`config.mk`:
```
export PLATFORM = sky130hd
export DESIGN_NAME = sdiv_restoring
export DESIGN_NICKNAME = d
export VERILOG_FILES = /design/src/rtl/sdiv_pkg.sv /design/src/rtl/sdiv_step.sv /design/src/rtl/sdiv_ctrl.sv /design/src/rtl/sdiv_restoring.sv
export SDC_FILE = /design/constraint.sdc
export NUM_CORES = 1
export LEC_CHECK = 0
export BUFFER_PORTS_ARGS = -buffer_cell sky130_fd_sc_hd__buf_2
export CAP_MARGIN = 30
export CELL_PAD_IN_SITES_DETAIL_PLACEMENT = 1
export CELL_PAD_IN_SITES_GLOBAL_PLACEMENT = 1
export CORE_MARGIN = 5
export CORE_UTILIZATION = 30
export DETAILED_ROUTE_END_ITERATION = 8
export PLACE_DENSITY_LB_ADDON = 0.1
export REMOVE_ABC_BUFFERS = 1
export SLEW_MARGIN = 25
export SYNTH_ARGS = -nofsm -noshare
export SYNTH_HDL_FRONTEND = slang
export SYNTH_SLANG_ARGS = --single-unit
export TNS_END_PERCENT = 20
```
`constraint.sdc`:
```
create_clock -name clk_i -period 3.6 [get_ports clk_i]
set_input_delay 0.54 -clock clk_i [delete_from_list [all_inputs] [get_ports clk_i]]
set_output_delay 0.54 -clock clk_i [all_outputs]
set_load 0.05 [all_outputs]
```
`src/rtl/sdiv_pkg.sv`:
```
package sdiv_pkg;
  typedef enum logic [1:0] {
    ST_IDLE = 2'd0,
    ST_RUN  = 2'd1,
    ST_FIX  = 2'd2
  } sdiv_state_e;
endpackage

```
`src/rtl/sdiv_step.sv`:
```
// One restoring iteration: shift {A,Q}, trial add/sub, keep or restore.
module sdiv_step #(
  parameter int unsigned N = 4
) (
  input  logic [N-1:0] a_i,
  input  logic [N-1:0] q_i,
  input  logic [N-1:0] m_i,
  input  logic [N-1:0] mask_i,
  output logic [N-1:0] a_o,
  output logic [N-1:0] q_o,
  output logic [N-1:0] mask_o
);
  logic [N-1:0] a_sh, q_sh, trial;
  logic         same_sign, rest_zero, keep;

  always_comb begin
    a_sh      = {a_i[N-2:0], q_i[N-1]};
    q_sh      = {q_i[N-2:0], 1'b0};
    mask_o    = {mask_i[N-2:0], 1'b0};
    trial     = (a_sh[N-1] == m_i[N-1]) ? (a_sh - m_i) : (a_sh + m_i);
    same_sign = (trial[N-1] == a_sh[N-1]);
    // zero test only over dividend bits not yet shifted into A
    rest_zero = (trial == '0) && ((q_sh & mask_o) == '0);
    keep      = same_sign || rest_zero;
    a_o       = keep ? trial : a_sh;
    q_o       = {q_sh[N-1:1], keep};
  end
endmodule

```
`src/rtl/sdiv_ctrl.sv`:
```
module sdiv_ctrl
  import sdiv_pkg::*;
#(
  parameter int unsigned N = 4
) (
  input  logic clk_i,
  input  logic rst_ni,
  input  logic start_i,
  input  logic zero_div_i,
  output logic load_o,
  output logic iter_o,
  output logic fix_o,
  output logic busy_o,
  output logic done_o
);
  localparam int unsigned CW = $clog2(N + 1);

  sdiv_state_e   state_q;
  logic [CW-1:0] cnt_q;
  logic          done_q;

  assign load_o = start_i && (state_q == ST_IDLE);
  assign iter_o = (state_q == ST_RUN);
  assign fix_o  = (state_q == ST_FIX);
  assign busy_o = (state_q != ST_IDLE);
  assign done_o = done_q;

  always_ff @(posedge clk_i or negedge rst_ni) begin
    if (!rst_ni) begin
      state_q <= ST_IDLE;
      cnt_q   <= '0;
      done_q  <= 1'b0;
    end else begin
      done_q <= fix_o || (load_o && zero_div_i);
      unique case (state_q)
        ST_IDLE: if (load_o && !zero_div_i) begin
          state_q <= ST_RUN;
          cnt_q   <= CW'(N);
        end
        ST_RUN: begin
          cnt_q <= cnt_q - CW'(1);
          if (cnt_q == CW'(1)) state_q <= ST_FIX;
        end
        ST_FIX:  state_q <= ST_IDLE;
        default: state_q <= ST_IDLE;
      endcase
    end
  end

  p_run_len_r2: assert property (@(posedge clk_i) disable iff (!rst_ni)
    (state_q == ST_RUN && cnt_q == CW'(1)) |=> (state_q == ST_FIX));

  p_done_pulse_r2: assert property (@(posedge clk_i) disable iff (!rst_ni)
    done_o |=> !done_o);

  p_done_idle_r2: assert property (@(posedge clk_i) disable iff (!rst_ni)
    done_o |-> !busy_o);
endmodule

```
`src/rtl/sdiv_restoring.sv`:
```
module sdiv_restoring #(
  parameter int unsigned N = 4  // N >= 2
) (
  input  logic         clk_i,
  input  logic         rst_ni,
  input  logic         start_i,
  input  logic [N-1:0] dividend_i,
  input  logic [N-1:0] divisor_i,
  output logic         busy_o,
  output logic         done_o,
  output logic [N-1:0] quotient_o,
  output logic [N-1:0] remainder_o,
  output logic         div_by_zero_o
);
  logic [N-1:0] a_q, q_q, m_q, mask_q;
  logic [N-1:0] a_nxt, q_nxt, mask_nxt;
  logic         flip_q, dvd_neg_q, dbz_q;
  logic         load, iter, fix, zero_div;

  assign zero_div = (divisor_i == '0);

  sdiv_ctrl #(.N(N)) i_ctrl (
    .clk_i      (clk_i),
    .rst_ni     (rst_ni),
    .start_i    (start_i),
    .zero_div_i (zero_div),
    .load_o     (load),
    .iter_o     (iter),
    .fix_o      (fix),
    .busy_o     (busy_o),
    .done_o     (done_o)
  );

  sdiv_step #(.N(N)) i_step (
    .a_i    (a_q),
    .q_i    (q_q),
    .m_i    (m_q),
    .mask_i (mask_q),
    .a_o    (a_nxt),
    .q_o    (q_nxt),
    .mask_o (mask_nxt)
  );

  always_ff @(posedge clk_i or negedge rst_ni) begin
    if (!rst_ni) begin
      a_q       <= '0;
      q_q       <= '0;
      m_q       <= '0;
      mask_q    <= '0;
      flip_q    <= 1'b0;
      dvd_neg_q <= 1'b0;
      dbz_q     <= 1'b0;
    end else if (load) begin
      a_q       <= {N{dividend_i[N-1]}};
      q_q       <= dividend_i;
      m_q       <= divisor_i;
      mask_q    <= '1;
      flip_q    <= dividend_i[N-1] ^ divisor_i[N-1];
      dvd_neg_q <= dividend_i[N-1];
      dbz_q     <= zero_div;
    end else if (iter) begin
      a_q    <= a_nxt;
      q_q    <= q_nxt;
      mask_q <= mask_nxt;
    end else if (fix && flip_q) begin
      q_q <= '0 - q_q;
    end
  end

  assign quotient_o    = q_q;
  assign remainder_o   = a_q;
  assign div_by_zero_o = dbz_q;

  p_rem_sign_r4: assert property (@(posedge clk_i) disable iff (!rst_ni)
    (done_o && !div_by_zero_o) |-> ((remainder_o == '0) || (remainder_o[N-1] == dvd_neg_q)));

  p_dbz_finish_r8: assert property (@(posedge clk_i) disable iff (!rst_ni)
    (start_i && !busy_o && divisor_i == '0) |=> (done_o && div_by_zero_o && !busy_o));

  p_busy_hold_r9: assert property (@(posedge clk_i) disable iff (!rst_ni)
    busy_o |=> $stable(m_q));

  p_no_flag_r10: assert property (@(posedge clk_i) disable iff (!rst_ni)
    (done_o && m_q != '0) |-> !div_by_zero_o);
endmodule

```
==> impl_results.md <==
* Boundary Pins at 22
* Antenna violations before repair at 0
* Worst Hold Class: in2async
* Root Buffer: clkbuf_8
* Vias in the first global route at 1163
* Post-route setup TNS at 0 ns
* CP max FO at 6
* Min Tclk post-route at 2.87 ns
* Synth Cell Area at 1250 µm²
* CP Class: reg2reg
* FP Rows at 23
* Starting Density at 31.1%
* Ratio of cells with drive above 1 in the final layout at 17.6%
* Max-slew violations at 0
* Reg2reg path depth at 9
* Post-synth cell types at 31
* Core Region at 4030 µm²
* First drt pass iteration count at 4
* Max stage delay on crit path at 0.46 ns
* CTS tree: yes
* Synth Instances at 137
* Final Cell Area at 1460 µm²
* I/O Buffers at 21
* DIE WIDTH at 74.6 µm
* Largest area contributor in the netlist: dfrtp_1
* Post-CTS Hold Buffers at 0
* Via density at 5.01
* N_diodes at 0
* # DRC at 0
* Total die area at 5570 µm²
* Slowest library cell on the worst path: dfrtp_1
* Crit path DAT at 3.02 ns
* Worst Path Required at 3.75 ns
* Die height at 74.6 µm
* Final Cycle Share at 79.7%
* Yosys warning count at 0
* Top cell type's share of synthesized area at 45.9%
* Worst Setup Start Kind: flop
* Post-placement cell count at 205
* Number of max-cap violations at 0
* RSZ-0062 raised after global routing: no
* Area contributors post-synth: dfrtp_1 46%, nand2_1 8.1%, ha_1 7.0%
* Seq cells post-synth at 23
* # clock sinks at 23
* Post-DP Area at 1410 µm²
* Critical path endpoint category: flop
* Crit-path cells: xnor2_1 -> mux2_2 -> fa_1 -> xor2_1 -> nand4_1 -> nand2_1 -> mux2i_2 -> mux2i_1 -> a221o_1
* RePlAce Congestion at 0.736
* Slew @ Worst Pin at 0.807 ns
* Hold Vio Cnt, Final at 0
* Clk_lat worst skew at 0.26 ns
* Clk buf depth at 2
* Clock transition at path regs at 0.09 ns
* First-pass GRT wire length at 5.49 mm
* # setup viols final at 0
* Largest net degree at the start of global routing at 24
* Setup Skew at 0.00530 ns
* Highest Clock Rate at 349 MHz
* Register area share after synthesis at 45.9%
* Nets at 179
* Num CTS Buffers at 3
* DR WL/cell at 15.0 µm
* Routed WL at 3.14 mm
* Rel. slew slack at 46.1%
* Non-filler cells, final at 209
* GR Util All Layers at 13.0%
* Setup repair bufs after CTS at 0
* Via count at 1048
* DP HPWL at 2.46 mm
* Final hold slack at 0.252 ns
* Resize count post-CTS at 0
* Iter 0 DRT Violations at 38
* Status: finished clean
* DRT antenna net count at 0
* Overflow after GRT at 0
* Layout area overhead at 16.1%
* H-Tree Depth at 1
* Mapped Avg Cell Area at 9.15 µm²
==> critical path: cells and delay by family, from the launching register on <==
family	cells	cell delay [ns]
AOI/OAI and AO/OA	1	0.30
muxes	3	0.87
and+or+nand+nor	2	0.21
xor gates and xnor gates	2	0.51
DFF	1	0.46
adders and majority gates	1	0.41
==> final timing paths <==
kind / slack, ns / to / start
max: 0.73 / remainder_o[1]$_DFFE_PN0P_ / remainder_o[2]$_DFFE_PN0P_
min: 0.25 / quotient_o[3]$_DFFE_PN0P_ / rst_ni
max reg2reg: 0.73 / remainder_o[1]$_DFFE_PN0P_ / remainder_o[2]$_DFFE_PN0P_
min reg2reg: 0.50 / div_by_zero_o$_DFFE_PN0P_ / div_by_zero_o$_DFFE_PN0P_
max in group asynchronous: 2.98 / i_ctrl.state_q[1]$_DFFE_PN0P_ / rst_ni
min in group clk_i: 0.48 / m_q[2]$_DFFE_PN0P_ / divisor_i[2]
==> cell usage after synthesis <==
library cell / instances
nor2_1: 8
ha_1: 7
o211ai_1: 2
nand2_1: 27
nand2b_1: 1
a21oi_1: 6
inv_1: 12
dfrtp_1: 23
and3_1: 1
nand3_1: 4
xor2_1: 2
a22oi_1: 2
nor4_2: 1
or3_1: 1
o21ai_0: 12
fa_1: 1
a221o_1: 2
o22ai_1: 3
and2_1: 3
xnor2_1: 4
nand4_1: 1
nand3b_1: 1
o31ai_1: 1
a31o_2: 1
nor3b_1: 1
mux2_2: 1
nor4_1: 1
nor2b_1: 2
clkbuf_1: 3
mux2i_2: 1
mux2i_1: 2
==> registers in the layout, indices dropped and copies added, names as in the netlist <==
name,flops
i_ctrl.cnt_q,3
m_q,4
mask_q,3
i_ctrl.done_o,1
div_by_zero_o,1
quotient_o,4
i_ctrl.state_q,2
remainder_o,4
flip_q,1
==> cell families (layout without fill, tap and decap cells) <==
kind of cell | after synthesis | in the layout | share of synthesized area (%)
fa+ha+maj | 8 | 8 | 8.58
mux | 4 | 4 | 3.59
buf+inv | 15 | 37 | 4.49
xor+xnor | 6 | 6 | 4.19
simple gates | 52 | 52 | 19.3
flops | 23 | 23 | 45.9
compound gates | 29 | 29 | 14.0
==> layout make-up <==
class,count,area (µm²)
flip-flops and latches,23,576
inverters,12,45.0
fillers,503,2570
clock buffers,4,45.0
well taps,50,62.6
repair buffers,21,105
multi-input cells,99,622
==> placed cells by master, fill, tap and decap left out, drive strengths merged, types with 3 or more instances in the layout <==
master	n
nand2	27
xnor2	4
o22ai	3
ha	7
dfrtp	23
clkbuf	4
buf	21
inv	12
a21oi	6
and2	3
mux2i	3
o21ai	12
nor2	8
nand3	4
==> metal layers <==
metal	global-route usage, %	vias to the layer above	share of wire (%)
li1	-	513	-
met1	17.3	509	48
met2	21.0	22	45
met3	2.80	4	5.6
met4	4.74	0	1.5
met5	0	-	0
==> stage by stage <==
step,utilization (%),setup slack (ns)
2_1_floorplan,-,0.712
3_3_place_gp,35.0,0.840
3_5_place_dp,35.0,0.746
4_1_cts,36.1,0.730
5_1_grt,36.1,0.560
6_report,36.1,0.732
Power is left out: the tool's default activity adds up to more than one toggle a clock period on the data nets, which glitch-free logic cannot reach.
